### src/rtl/pwc_pkg.sv
package pwc_pkg;

    typedef enum logic [1:0] {
        ST_IDLE,
        ST_LOW,
        ST_GAP
    } pwc_state_e;

    typedef enum logic [1:0] {
        SYM_NONE,
        SYM_ONE,
        SYM_ZERO,
        SYM_LOAD
    } pwc_sym_e;

endpackage

### src/rtl/pwc_sync.sv
module pwc_sync #(
    parameter int STAGES = 2
) (
    input  logic clk,
    input  logic enable,
    input  logic d_in,
    output logic q_out
);
    logic [STAGES-1:0] chain;

    always_ff @(posedge clk) begin
        if (!enable) begin
            chain <= '1;
        end else begin
            chain <= {chain[STAGES-2:0], d_in};
        end
    end

    assign q_out = chain[STAGES-1];
endmodule

### src/rtl/pwc_tick.sv
module pwc_tick #(
    parameter int CLK_PER_US = 200
) (
    input  logic clk,
    input  logic enable,
    output logic tick
);
    localparam int DW = (CLK_PER_US > 1) ? $clog2(CLK_PER_US) : 1;
    localparam logic [DW-1:0] LAST = DW'(CLK_PER_US - 1);

    logic [DW-1:0] div_q;

    always_ff @(posedge clk) begin
        if (!enable) begin
            div_q <= '0;
            tick  <= 1'b0;
        end else if (div_q == LAST) begin
            div_q <= '0;
            tick  <= 1'b1;
        end else begin
            div_q <= div_q + 1'b1;
            tick  <= 1'b0;
        end
    end
endmodule

### src/rtl/pwc_classify.sv
module pwc_classify
    import pwc_pkg::*;
#(
    parameter int CW      = 8,
    parameter int ONE_LO  = 15,
    parameter int ONE_HI  = 45,
    parameter int ZERO_LO = 90,
    parameter int ZERO_HI = 120,
    parameter int LOAD_US = 215
) (
    input  logic [CW-1:0] low_cnt,
    output pwc_sym_e      sym
);
    always_comb begin
        if (low_cnt > CW'(LOAD_US)) begin
            sym = SYM_LOAD;
        end else if (low_cnt >= CW'(ONE_LO) && low_cnt <= CW'(ONE_HI)) begin
            sym = SYM_ONE;
        end else if (low_cnt >= CW'(ZERO_LO) && low_cnt <= CW'(ZERO_HI)) begin
            sym = SYM_ZERO;
        end else begin
            sym = SYM_NONE;
        end
    end
endmodule

### src/rtl/pwc_decoder.sv
module pwc_decoder
    import pwc_pkg::*;
#(
    parameter int CLK_PER_US = 200,
    parameter int CODE_W     = 5,
    parameter int ONE_LO     = 15,
    parameter int ONE_HI     = 45,
    parameter int ZERO_LO    = 90,
    parameter int ZERO_HI    = 120,
    parameter int LOAD_US    = 215,
    parameter int GAP_US     = 3
) (
    input  logic              clk,
    input  logic              enable,
    input  logic              line_in,
    output logic [CODE_W-1:0] level_out,
    output logic              load_done
);
    localparam int SAT = LOAD_US + 1;
    localparam int CW  = $clog2(SAT + 1);
    localparam int GW  = $clog2(GAP_US + 1);

    pwc_state_e        state_q, state_d;
    logic              line_s, line_low, tick, gap_done;
    logic [CW-1:0]     low_cnt;
    logic [GW-1:0]     gap_cnt;
    logic [CODE_W-1:0] shift_q;
    pwc_sym_e          sym;

    pwc_sync #(.STAGES(2)) u_sync (
        .clk(clk), .enable(enable), .d_in(line_in), .q_out(line_s)
    );

    pwc_tick #(.CLK_PER_US(CLK_PER_US)) u_tick (
        .clk(clk), .enable(enable), .tick(tick)
    );

    pwc_classify #(
        .CW(CW), .ONE_LO(ONE_LO), .ONE_HI(ONE_HI),
        .ZERO_LO(ZERO_LO), .ZERO_HI(ZERO_HI), .LOAD_US(LOAD_US)
    ) u_classify (
        .low_cnt(low_cnt), .sym(sym)
    );

    assign line_low = ~line_s;
    assign gap_done = (state_q == ST_GAP) && !line_low && tick
                      && (gap_cnt == GW'(GAP_US - 1));

    // next state
    always_comb begin
        state_d = state_q;
        unique case (state_q)
            ST_IDLE: if (line_low) state_d = ST_LOW;
            ST_LOW:  if (!line_low) state_d = ST_GAP;
            ST_GAP: begin
                if (line_low)      state_d = ST_LOW;   // glitch: resume timing
                else if (gap_done) state_d = ST_IDLE;
            end
            default: state_d = ST_IDLE;
        endcase
    end

    // state register
    always_ff @(posedge clk) begin
        if (!enable) state_q <= ST_IDLE;
        else         state_q <= state_d;
    end

    // counters, shift register and outputs
    always_ff @(posedge clk) begin
        if (!enable) begin
            low_cnt   <= '0;
            gap_cnt   <= '0;
            shift_q   <= '0;
            level_out <= '0;
            load_done <= 1'b0;
        end else begin
            load_done <= 1'b0;
            unique case (state_q)
                ST_IDLE: begin
                    low_cnt <= '0;
                    gap_cnt <= '0;
                end
                ST_LOW: begin
                    gap_cnt <= '0;
                    if (tick && low_cnt != CW'(SAT)) low_cnt <= low_cnt + 1'b1;
                end
                ST_GAP: begin
                    if (line_low)  gap_cnt <= '0;
                    else if (tick) gap_cnt <= gap_cnt + 1'b1;
                    if (gap_done) begin
                        unique case (sym)
                            SYM_ONE:  shift_q <= {shift_q[CODE_W-2:0], 1'b1};
                            SYM_ZERO: shift_q <= {shift_q[CODE_W-2:0], 1'b0};
                            SYM_LOAD: begin
                                level_out <= shift_q;
                                load_done <= 1'b1;
                            end
                            SYM_NONE: ;
                            default: ;
                        endcase
                    end
                end
                default: ;
            endcase
        end
    end

    // output level moves only together with the strobe
    a_r7_level_with_strobe: assert property (@(posedge clk) disable iff (!enable)
        !$stable(level_out) |-> load_done);

    // strobe lasts one cycle
    a_r7_strobe_one_cycle: assert property (@(posedge clk) disable iff (!enable)
        load_done |=> !load_done);

    // pulse timer never passes its saturation value
    a_r8_timer_saturates: assert property (@(posedge clk) disable iff (!enable)
        low_cnt <= CW'(SAT));

    // an unclassified pulse leaves the holding register alone
    a_r4_ignore_keeps_shift: assert property (@(posedge clk) disable iff (!enable)
        (gap_done && sym == SYM_NONE) |=> $stable(shift_q));

    // disable clears everything on the next edge
    a_r6_disable_clears: assert property (@(posedge clk)
        !enable |=> (level_out == '0 && shift_q == '0 && !load_done));
endmodule

### config.mk
export PLATFORM = sky130hd
export DESIGN_NAME = pwc_decoder
export DESIGN_NICKNAME = d
export VERILOG_FILES = /design/src/rtl/pwc_pkg.sv /design/src/rtl/pwc_sync.sv /design/src/rtl/pwc_tick.sv /design/src/rtl/pwc_classify.sv /design/src/rtl/pwc_decoder.sv
export SDC_FILE = /design/constraint.sdc
export NUM_CORES = 1
export LEC_CHECK = 0
export BUFFER_PORTS_ARGS = -buffer_cell sky130_fd_sc_hd__buf_4
export CORE_MARGIN = 3
export CORE_UTILIZATION = 50
export CTS_CLUSTER_SIZE = 10
export DETAILED_ROUTE_END_ITERATION = 12
export PLACE_DENSITY = 0.63
export SKIP_LAST_GASP = 1
export SYNTH_ARGS = -nofsm -noshare
export SYNTH_HDL_FRONTEND = slang
export SYNTH_HIERARCHICAL = 1
export SYNTH_SLANG_ARGS = --single-unit
export TNS_END_PERCENT = 100
### constraint.sdc
create_clock -name clk -period 2.35 [get_ports clk]
set_input_delay 0.5875 -clock clk [delete_from_list [all_inputs] [get_ports clk]]
set_output_delay 0.5875 -clock clk [all_outputs]
set_load 0.005 [all_outputs]
-- Yosys cells after proc, flatten, opt, wreduce, memory -nomap -nowiden
Cells that the tools add are included.
- bits in registers: 34
- bits of input ports: 3
- logic and storage cells: 65
- $add $sub $neg: 3
- magnitude comparators: 5
- equality and inequality tests: 13
- mux-type cells: 16
- bitwise logic cells: 1
- reductions and logical operators: 18
- operators by type and width (operator ; count):
    2-bit two-way mux ; 9
    8-bit by 1-bit adder with 8-bit output, second input constant ; 2
    8-bit case mux with 2 select lines ; 1
    3-bit AND reduction ; 4
    5-bit case mux with 2 select lines ; 1
    2-bit == test, second input constant ; 4
    8-bit == test, second input constant ; 1
    8-bit by 4-bit >= comparator with 1-bit output, second input constant ; 1
    8-bit by 7-bit >= comparator with 1-bit output, second input constant ; 1
    8-bit > comparator, second input constant ; 1
    8-bit by 6-bit <= comparator with 1-bit output, second input constant ; 1
    8-bit by 7-bit <= comparator with 1-bit output, second input constant ; 1
    8-bit two-way mux ; 1
    8-bit != test, second input constant ; 1
    1-bit logical AND ; 6
    2-bit case mux with 3 select lines ; 1
    2-bit nonzero test ; 3
    2-bit by 1-bit == test with 1-bit output, second input constant ; 2
    2-bit != test, second input constant ; 2
    2-bit case mux with 2 select lines ; 1
    2-bit AND reduction ; 2
    2-bit OR reduction ; 2
    3-bit by 2-bit != test with 1-bit output, second input constant ; 1
    3-bit != test, second input constant ; 1
    other kinds (5) ; 6

-- Longest topological paths before layout
Gate-level depths: netlist of the first run.
- word-level depth: 8
- gate-level depth with buffers: 7

-- Modules after synthesis
The synthesis of the first run kept the hierarchy.
- modules (own cells, without submodules) (module ; instances ; cells an instance ; area each (um2)):
    pwc_decoder ; 1 ; 120 ; 1133.6
    pwc_tick ; 1 ; 40 ; 369.1
    pwc_classify ; 1 ; 11 ; 85.1
    pwc_sync ; 1 ; 4 ; 52.6

-- Worst setup path after synthesis of the first run
OpenSTA, ideal clock, no wires.
- path type: reg2reg
- start point: reg low_cnt[3]
- end point: reg shift_q[0]
- library setup time: 0.072 ns
- data arrival time: 1.873 ns
- data required time: 2.278 ns
- setup slack: 0.406 ns
- cell stages (with the launch flop): 8
- buffers on the path: 0
- period minus slack after synthesis: 1.944 ns
- cell sequence: dfxtp_1 -> a41o_2 -> mux2i_1 -> o31ai_1 -> inv_1 -> ha_1 -> nor3_4 -> mux2i_1
- elaborated cells between the ends (all ways): 15
- those cells by class: order compare: 5; eq/ne: 2; mux: 4; reduce/logical: 4
- RTL lines (item ; line ; RTL):
    start: declaration ; pwc_decoder.sv:25 ; logic [CW-1:0] low_cnt;
    start signal: assignment ; pwc_decoder.sv:86 ; if (tick && low_cnt != CW'(SAT)) low_cnt <= low_cnt + 1'b1;
    8-bit by 4-bit >= comparator with 1-bit output / 8-bit by 6-bit <= comparator with 1-bit output (equally long branches) ; pwc_classify.sv:17 ; end else if (low_cnt >= CW'(ONE_LO) && low_cnt <= CW'(ONE_HI)) begin
    1-bit logical AND ; pwc_classify.sv:17 ;
    2-bit two-way mux ; pwc_classify.sv:17 ;
    2-bit two-way mux (*) ; pwc_classify.sv:15 ; if (low_cnt > CW'(LOAD_US)) begin
    via sym[0] ; pwc_decoder.sv:28 ; pwc_sym_e sym;
    2-bit == test / 2-bit by 1-bit == test with 1-bit output (equally long branches) ; pwc_decoder.sv:92 ; unique case (sym)
    2-bit nonzero test (no line) ; n/a ;
    3-bit AND reduction (no line) ; n/a ;
    end signal: assignment ; pwc_decoder.sv:93 ; SYM_ONE: shift_q <= {shift_q[CODE_W-2:0], 1'b1};
    end signal: assignment ; pwc_decoder.sv:94 ; SYM_ZERO: shift_q <= {shift_q[CODE_W-2:0], 1'b0};
    end: declaration ; pwc_decoder.sv:27 ; logic [CODE_W-1:0] shift_q;
Mark *: on every way through the listed nets, which the timed path passes. The rest lies on a longest branch. The select of a mux whose other input is x is not followed.
A chain may end at the register's enable or synchronous reset.

-- Worst setup path after layout of the first run
- start point: reg low_cnt[2]
- end point: reg shift_q[2]
- elaborated cells between the ends (all ways): 14
- those cells by class: order compare: 5; eq/ne: 2; mux: 3; reduce/logical: 4
- RTL lines (item ; line):
    8-bit by 4-bit >= comparator with 1-bit output / 8-bit by 6-bit <= comparator with 1-bit output (equally long branches) ; pwc_classify.sv:17
    1-bit logical AND ; pwc_classify.sv:17
    2-bit two-way mux ; pwc_classify.sv:17
    2-bit two-way mux (*) ; pwc_classify.sv:15
    via sym[0] ; pwc_decoder.sv:28
    2-bit == test / 2-bit by 1-bit == test with 1-bit output (equally long branches) ; pwc_decoder.sv:92
    2-bit nonzero test (no line) (*) ; n/a
    3-bit AND reduction (no line) (*) ; n/a
Mark *: on every way through the listed nets, which the timed path passes. The rest lies on a longest branch.

==> flow_summary.ini, run 1 <==
[synth]
ys_types = 45
mappedNetlistArea_um2 = 1640
ys_seq_area_share_pct = 41.5
synth-seq-cells = 34
synth_fa_ha_area_share_pct = 5.34
synthMuxAreaShare_pct = 11.6
synth_compound_area_share_pct = 10.1
synthFlopType = dfxtp_1
synthXorXnorAreaFrac_pct = 1.60
synthSimpleGateAreaFrac_pct = 25.7
async_reset_ff_share_pct = 0
netlist_instances = 175
synth-edff-count = 0
yosysWarnings = 6
synth_fp_nets = 185
synth_top_family_by_area = simple AND/OR/NAND/NOR gates
avgSynthCellArea_um2 = 9.37

[drt]
wl_per_cell_um = 12.4
vias = 1241
wl_mm = 2.85
viasPerCell = 5.42
drc_errors = 0
ant_nets = 0
dr.first_iter.drc_count = 56
dr.pass1.iters = 4

[floorplanning]
rows = 20
die-area_um2 = 4000
core-area_um2 = 3100
pin_count = 9
die_h_um = 63.3
initial_core_util_pct = 52.9
die_x_um = 63.3

[sta]
rsz0062_at_grt = no
setup_slack_ns = 0.204
worst_pin_slew_ns = 0.538
post-route-period-util_pct = 91.3
setup_violations = 0
slew_viol_final = 0
fmax_mhz = 466
relSlewSlack_pct = 63.9
skew_ns = 0.0137
tns_ns = 0
finalHoldViolations = 0
min_period_ns = 2.15

[critical_path]
worstSetupStartpointType = register
cp_data_arrival_time_ns = 2.40
path_class = reg -> reg
critical_path.max_fanout = 8
cp-end-kind = register
required_ns = 2.60

[global_route]
antenna_found_initial = 0
grt_max_degree = 23
grt_pass1_wl_mm = 5.18
grtUsageTotal_pct = 16.1
gr-total-overflow = 0
grt_pass1_vias = 1199

[final_layout]
final_cell_area_um2 = 1780
layout_common_cells = dfxtp_1 (34), nand2_1 (24), mux2i_1 (19)
area_growth_pct = 8.47
antenna_cells = 0
final_common_cell = dfxtp_1
fillers = 308
multi_input_area_um2 = 891
regArea_um2 = 681
final_cell_count_no_fill = 229
drive_gt1_share_pct = 13.5
nets = 196

[clock_tree]
cts_tree = done
clk_latency_ns = 0.33
cts.hold.buffers_added = 0
cts_root_buffer = clkbuf_4
cts_setup_buffers = 0
htreeDepth = 2
cts_resized = 0
clockBufferDepth = 2
clkTransAtPathRegs_ns = 0.10
cts.sinks = 34
cts_buffers = 5

[power]
p_leak_nw = 0.637
powerDensity_nw_per_um2 = 525
irDropWorstVdd_v = 0.000396

[run]
cap_violations = 0

[min_path]
hold_class = reg -> reg

[placement]
dp_hpwl_mm = 2.02
gp_congestion = 0.804
pre_cts_ws_ns = 0.218
dpl_cell_area_um2 = 1730
dp.cells = 223
port_buffers = 8

[outcome]
outcome = finished clean
## metrics by stage
step,hold WS [ns],util (%),total power [mW]
global placement,0.395,55.7,0.633
finish,0.416,57.3,0.935
CTS,0.421,57.3,0.947
detailed placement,0.392,55.7,0.635
floorplan,0.386,-,0.628
global route,0.412,57.3,0.979
## layer usage
layer / up-vias / track usage (%) / part of all wire, %
li1: 632 / - / -
met1: 589 / 18.6 / 50
met2: 16 / 27.3 / 45
met3: 4 / 5.88 / 3.6
met4: 0 / 5.66 / 1.1
met5: - / 0 / 0
## cell usage after synthesis, types with 2 or more instances
cell | n | share of area, %
ha_1 | 7 | 5.3
o31ai_1 | 2 | 0.92
nand4_1 | 2 | 0.76
nor4_1 | 3 | 1.1
clkbuf_1 | 2 | 0.46
nand2_1 | 24 | 5.5
a21oi_1 | 7 | 2.1
xor2_1 | 2 | 1.1
buf_6 | 2 | 1.4
mux2i_1 | 19 | 12
o21ai_0 | 5 | 1.5
inv_1 | 9 | 2.1
nand2b_1 | 8 | 3.1
nand3b_1 | 3 | 1.4
nand3_1 | 7 | 2.1
and3_1 | 2 | 0.76
or3_1 | 3 | 1.1
nor3_1 | 2 | 0.61
dfxtp_1 | 34 | 41
nor2_1 | 7 | 1.6
## layout make-up
type,instances,area share [%]
well taps,44,3.09
repair buffers,9,3.80
clock buffers,6,2.88
inverters,9,1.90
multi-input cells,127,50.1
flip-flops and latches,34,38.3
## sequential cells by signal, indices dropped and copies added, names as in the netlist
signal,cells
level_out,5
shift_q,5
low_cnt,8
u_sync/chain,2
u_tick/div_q,8
load_done,1
state_q,2
u_tick/tick,1
gap_cnt,2
## worst paths after layout
kind                   start              end  slack (ns)  cells after the start
max               low_cnt[2]       shift_q[2]        0.20                      7
min          u_sync/chain[0]  u_sync/chain[1]        0.42                      1
max reg2reg       low_cnt[2]       shift_q[2]        0.20                      7
min reg2reg  u_sync/chain[0]  u_sync/chain[1]        0.42                      1
## worst max-delay path: stages (launching register included)
cell	delay, ns
dfxtp_1	0.51
a41o_2	0.23
mux2i_1	0.06
o31ai_1	0.27
inv_1	0.08
ha_1	0.33
nor3_4	0.36
mux2i_1	0.22
## cells by family (layout without fill, tap and decap cells)
family / after synthesis / count (layout)
adder cells (fa/ha/maj): 7 / 7
flip-flops: 34 / 34
XOR/XNOR: 3 / 3
AND/OR/NAND/NOR: 73 / 73
multiplexers: 19 / 19
AO/OA/AOI/OAI: 25 / 25
buffers and inverters: 14 / 24
## power by group
| part | leakage (nW) | switching (mW) | internal, mW |
|---|---|---|---|
| clock | 0.0302 | 0.179 | 0.135 |
| combinational | 0.332 | 0.0174 | 0.0121 |
| sequential | 0.275 | 0.00906 | 0.583 |
(Power assumes the default switching activity.)
==> inputs of run 2 (changes only) <==
--- a/config.mk
+++ b/config.mk
@@ -8,6 +8,7 @@
 export BUFFER_PORTS_ARGS = -buffer_cell sky130_fd_sc_hd__buf_4
 export CORE_MARGIN = 3
 export CORE_UTILIZATION = 50
+export CTS_CLUSTER_DIAMETER = 40
 export CTS_CLUSTER_SIZE = 10
 export DETAILED_ROUTE_END_ITERATION = 12
 export PLACE_DENSITY = 0.63
==> constraint.sdc (replaced) <==
create_clock -name clk -period 2.74 [get_ports clk]
set_input_delay 0.685 -clock clk [delete_from_list [all_inputs] [get_ports clk]]
set_output_delay 0.685 -clock clk [all_outputs]
set_load 0.005 [all_outputs]
==> run 2 against run 1 <==
Against the previous run:
- clock power decreased by 20%
- die area stayed put
- register-to-register slack improved by 0.38 ns
- critical path type unchanged
- highest routed layer unchanged
==> flow_summary.ini, run 2 (same netlist as run 1, synthesis figures left out) <==
[critical_path]
startpoint = low_cnt[3]
worstSetupStartpointType = register
rr_worst_depth = 7
r2r-end = shift_q[1]
path_common_cell = mux2i_1
cp_data_arrival_time_ns = 2.41
cp_slowest_cell = dfxtp_1
crit_chain = a41o_2 > mux2i_1 > o31ai_1 > inv_1 > ha_1 > nor3_4 > mux2i_1
path_class = reg -> reg
r2r_slack_ns = 0.59
crit_path_end = shift_q[1]
critical_path.max_fanout = 12
required_ns = 3.00
r2r_start = low_cnt[3]
slowest_delay_ns = 0.53
cp-end-kind = register

[clock_tree]
cts_tree = done
cts.hold.buffers_added = 0
clk_latency_ns = 0.32
clkTransAtPathRegs_ns = 0.10
cts_resized = 0
cts.sinks = 34
cts_buffers = 5
clockBufferDepth = 2
cts_root_buffer = clkbuf_4
htreeDepth = 2
cts_setup_buffers = 0

[placement]
port_buffers = 8
gp_congestion = 0.806
dp.cells = 222
dp_hpwl_mm = 1.95
pre_cts_ws_ns = 0.602

[power]
switching_share_pct = 22.6
p_switching_uw = 177
p_leak_nw = 0.626
powerDensity_nw_per_um2 = 443
pwr-share-comb_pct = 3.2
pwr-share-clk_pct = 32.0
intPower_uw = 606
p_seq_share_pct = 64.8
irDropWorstVdd_v = 0.000395

[final_layout]
nets = 195
final_core_util_pct = 57.0
antenna_cells = 0
reg.largest.list = low_cnt: 8 flops, u_tick/div_q: 8 flops
layout_common_cells = dfxtp_1 (34), nand2_1 (24), mux2i_1 (19)
final_common_cell = dfxtp_1
drive_gt1_share_pct = 13.0
area_growth_pct = 7.86
fillers = 304
final_cell_count_no_fill = 229

[min_path]
min_path_cells = 1
hold_class = reg -> reg
min-delay-start = u_sync/chain[0]

[sta]
min_period_ns = 2.15
rsz0062_at_grt = no
setup_violations = 0
post-route-period-util_pct = 78.5
finalHoldViolations = 0
relSlewSlack_pct = 66.4
tns_ns = 0
skew_ns = 0.00436
setup_slack_ns = 0.589
slew_viol_final = 0
fmax_mhz = 465
worst_pin_slew_ns = 0.501

[floorplanning]
die_h_um = 63.3
rows = 20
die_x_um = 63.3
initial_core_util_pct = 52.9
die-area_um2 = 4000
pin_count = 9
core-area_um2 = 3100

[drt]
viasPerCell = 5.24
wl_per_cell_um = 12.0
wl_mm = 2.74
dr.pass1.iters = 4
drc_errors = 0
vias = 1200
ant_nets = 0
dr.first_iter.drc_count = 49

[global_route]
grt_pass1_vias = 1104
grt_pass1_wl_mm = 4.85
antenna_found_initial = 0
gr-total-overflow = 0
grtUsageTotal_pct = 14.9
grt_max_degree = 23

[outcome]
outcome = finished clean

[run]
cap_violations = 0
## run 2: worst max-delay path: cells and delay by family, from the launching register on
family	cells	cell delay, ns
buffers and inverters	1	0.08
AO/OA/AOI/OAI	2	0.52
flip-flops	1	0.53
AND/OR/NAND/NOR	1	0.35
adder cells (fa/ha/maj)	1	0.33
multiplexers	2	0.28
## run 2: metrics by stage
stage | instance area, um2 | total power, mW | hold WS [ns]
floorplan | 1640 | 0.538 | 0.386
global placement | 1720 | 0.543 | 0.395
detailed placement | 1720 | 0.544 | 0.398
CTS | 1770 | 0.793 | 0.424
global route | 1770 | 0.822 | 0.439
finish | 1770 | 0.783 | 0.418
## run 2: worst min-delay path by stage
stage	end	slack, ns
final	u_sync/chain[1]	0.42
after global routing	u_sync/chain[1]	0.44
after CTS	u_sync/chain[1]	0.42
after detailed placement	u_sync/chain[1]	0.40
after global placement	u_sync/chain[1]	0.40
after floorplan	u_sync/chain[1]	0.39
## run 2: layout make-up
cell class	count	area (um2)	area share [%]
clock buffer	6	41.3	2.33
clock inverter	1	7.51	0.424
inverter	9	33.8	1.91
multi-input combinational	127	891	50.4
sequential	34	681	38.5
tap	44	55.1	3.11
timing repair buffer	8	60.1	3.39
## run 2: power by group through the flow
stage / Combinational, mW / Sequential [mW] / Clock (mW)
floorplan: 0.0225 / 0.516 / 0
global placement: 0.0245 / 0.519 / 0
detailed placement: 0.0253 / 0.519 / 0
CTS: 0.0255 / 0.507 / 0.260
global route: 0.0293 / 0.509 / 0.284
finish: 0.0250 / 0.507 / 0.251
## run 2: routing by layer
layer | GRT usage [%] | vias up | share of wire, %
li1 | - | 631 | -
met1 | 19.0 | 555 | 52
met2 | 24.8 | 12 | 44
met3 | 4.81 | 2 | 3.2
met4 | 3.23 | 0 | 0.55
met5 | 0 | - | 0
==> inputs of run 3 (changes only) <==
--- a/config.mk
+++ b/config.mk
@@ -5,13 +5,14 @@
 export SDC_FILE = /design/constraint.sdc
 export NUM_CORES = 1
 export LEC_CHECK = 0
+export ABC_AREA = 1
 export BUFFER_PORTS_ARGS = -buffer_cell sky130_fd_sc_hd__buf_4
 export CORE_MARGIN = 3
 export CORE_UTILIZATION = 50
 export CTS_CLUSTER_DIAMETER = 40
 export CTS_CLUSTER_SIZE = 10
 export DETAILED_ROUTE_END_ITERATION = 12
-export PLACE_DENSITY = 0.63
+export PLACE_DENSITY = 0.66
 export SKIP_LAST_GASP = 1
 export SYNTH_ARGS = -nofsm -noshare
 export SYNTH_HDL_FRONTEND = slang
==> constraint.sdc (replaced) <==
create_clock -name clk -period 1.9 [get_ports clk]
set_input_delay 0.475 -clock clk [delete_from_list [all_inputs] [get_ports clk]]
set_output_delay 0.475 -clock clk [all_outputs]
set_load 0.005 [all_outputs]
==> run 3 against run 2 <==
Against the previous run:
- clock skew up 0.0085 ns
- sequential power up 44%
- non-clock buffer count up 1
- cell area up 8.1%
- highest routed layer unchanged
- critical endpoint is now shift_q[4]
- clock power up 66%
==> flow_summary.ini, run 3 <==
[clock_tree]
cts_tree = done
cts_root_buffer = clkbuf_4
cts.sinks = 34
cts.hold.buffers_added = 0
clkTransAtPathRegs_ns = 0.11
htreeDepth = 2
clockBufferDepth = 2
cts_buffers = 5
clk_latency_ns = 0.34

[critical_path]
path_class = reg -> reg
worstSetupStartpointType = register
r2r-end = shift_q[4]
r2r_start = low_cnt[2]
critical_path.max_fanout = 8
cp_data_arrival_time_ns = 1.92
r2r_slack_ns = 0.21
cp-end-kind = register
rr_worst_depth = 10
required_ns = 2.13

[synth]
synth.area.top_cells = dfxtp_1 (40%), nor2_1 (13%), nand2_1 (13%)
synth-edff-count = 0
synth_top_cell_by_area = dfxtp_1
synth_most_common_cell = nor2_1
async_reset_ff_share_pct = 0
avgSynthCellArea_um2 = 6.73
synthFlopType = dfxtp_1
ys_types = 26
ys_seq_area_share_pct = 39.5
yosysTopAreaCellShare_pct = 39.5
netlist_top_cells_count = nor2_1 (59), nand2_1 (58), inv_1 (35)
synth-seq-cells = 34
synth_fp_nets = 266
mappedNetlistArea_um2 = 1720
yosysWarnings = 6
netlist_instances = 256

[drt]
dr.first_iter.drc_count = 67
ant_nets = 0
viasPerCell = 4.78
vias = 1509
wl_per_cell_um = 10.1
dr.pass1.iters = 4
wl_mm = 3.20
drc_errors = 0

[floorplanning]
rows = 20
core-area_um2 = 3180
pin_count = 9
die_h_um = 64.7
die-area_um2 = 4190
die_x_um = 64.7
initial_core_util_pct = 54.2

[placement]
dp_hpwl_mm = 2.38
port_buffers = 8
dpl_cell_area_um2 = 1840
gp_congestion = 0.783
pre_cts_ws_ns = 0.145

[final_layout]
final_common_cell = nor2_1
nets = 281
final_core_util_pct = 60.2
antenna_cells = 0
layout_common_cells = nor2_1 (59), nand2_1 (58), inv_1 (35)
reg.largest.list = low_cnt: 8 flops, u_tick/div_q: 8 flops
drive_gt1_share_pct = 14.0
area_growth_pct = 11.0
final_cell_area_um2 = 1910

[global_route]
grt_pass1_wl_mm = 6.10
gr-total-overflow = 0
grt_pass1_vias = 1446
grt_max_degree = 19
antenna_found_initial = 0
grtUsageTotal_pct = 18.4

[sta]
slew_viol_final = 0
setup_slack_ns = 0.209
tns_ns = 0
relSlewSlack_pct = 74.5
finalHoldViolations = 0
skew_ns = 0.0128
fmax_mhz = 591
rsz0062_at_grt = no
post-route-period-util_pct = 89.0
setup_violations = 0
min_period_ns = 1.69
worst_pin_slew_ns = 0.380

[power]
power_mw = 1.20
irDropWorstVdd_v = 0.000549
p_leak_nw = 0.856
powerDensity_nw_per_um2 = 625

[outcome]
outcome = finished clean

[min_path]
min_path_cells = 3
hold_class = in -> reg
holdPathEnd = u_sync/chain[0]
min-delay-start = line_in

[run]
cap_violations = 0
-- run 3: what timing repair did --
| item | CTS | global route |
|---|---|---|
| buffers inserted | 0 | 0 |
| hold endpoints to repair | 0 | 0 |
| resized for setup | 0 | 8 |
| endpoints found under the setup margin | 0 | 10 |
-- run 3: cells by family after synthesis --
| logic type | synth area share (%) |
|---|---|
| buffers and inverters | 8.28 |
| AO/OA/AOI/OAI | 8.71 |
| AND/OR/NAND/NOR | 37.4 |
| adder cells (fa/ha/maj) | 5.08 |
| XOR/XNOR | 1.02 |
| flip-flops | 39.5 |
-- run 3: layout make-up --
cell class,count,area (um2)
Inverter,37,139
Sequential cell,34,692
Clock inverter,1,5.00
Tap cell,44,55.1
Multi-Input combinational cell,184,900
Fill cell,333,1260
Clock buffer,7,55.1
Timing Repair Buffer,9,67.6
-- run 3: critical path, cell delays in order (launching register included) --
cell	delay [ns]
dfxtp_2	0.41
nand2_1	0.08
o21ai_0	0.14
nand3b_1	0.10
nand2_1	0.09
inv_1	0.05
ha_1	0.32
nor2_4	0.19
inv_2	0.07
nor2_1	0.09
nor2_1	0.05
-- run 3: power by group --
group	switching, mW	total (mW)	internal (mW)
sequential	0.00941	0.730	0.720
combinational	0.0313	0.0491	0.0178
clock	0.238	0.417	0.179
-- run 3: layer usage --
layer / GRT usage, % / vias to the layer above / wire, um
li1: - / 821 / -
met1: 24.2 / 668 / 1680
met2: 28.9 / 13 / 1380
met3: 4.16 / 7 / 82
met4: 7.92 / 0 / 58
met5: 0 / - / 0
-- run 3: worst max path at each step --
stage | cells past startpoint | start | slack, ns | endpoint
6_report | 10 | low_cnt[2] | 0.21 | shift_q[4]
2_1_floorplan | 10 | low_cnt[4] | 0.32 | shift_q[4]
5_1_grt | 10 | low_cnt[2] | 0.02 | shift_q[4]
4_1_cts | 10 | low_cnt[4] | 0.10 | shift_q[4]
3_3_place_gp | 10 | low_cnt[2] | 0.17 | shift_q[3]
3_5_place_dp | 10 | low_cnt[4] | 0.14 | shift_q[4]
-- run 3: per-stage QoR --
stage	cells	hold slack, ns
2_1_floorplan	256	0.380
3_3_place_gp	308	0.388
3_5_place_dp	308	0.396
4_1_cts	316	0.295
5_1_grt	316	0.302
6_report	316	0.310
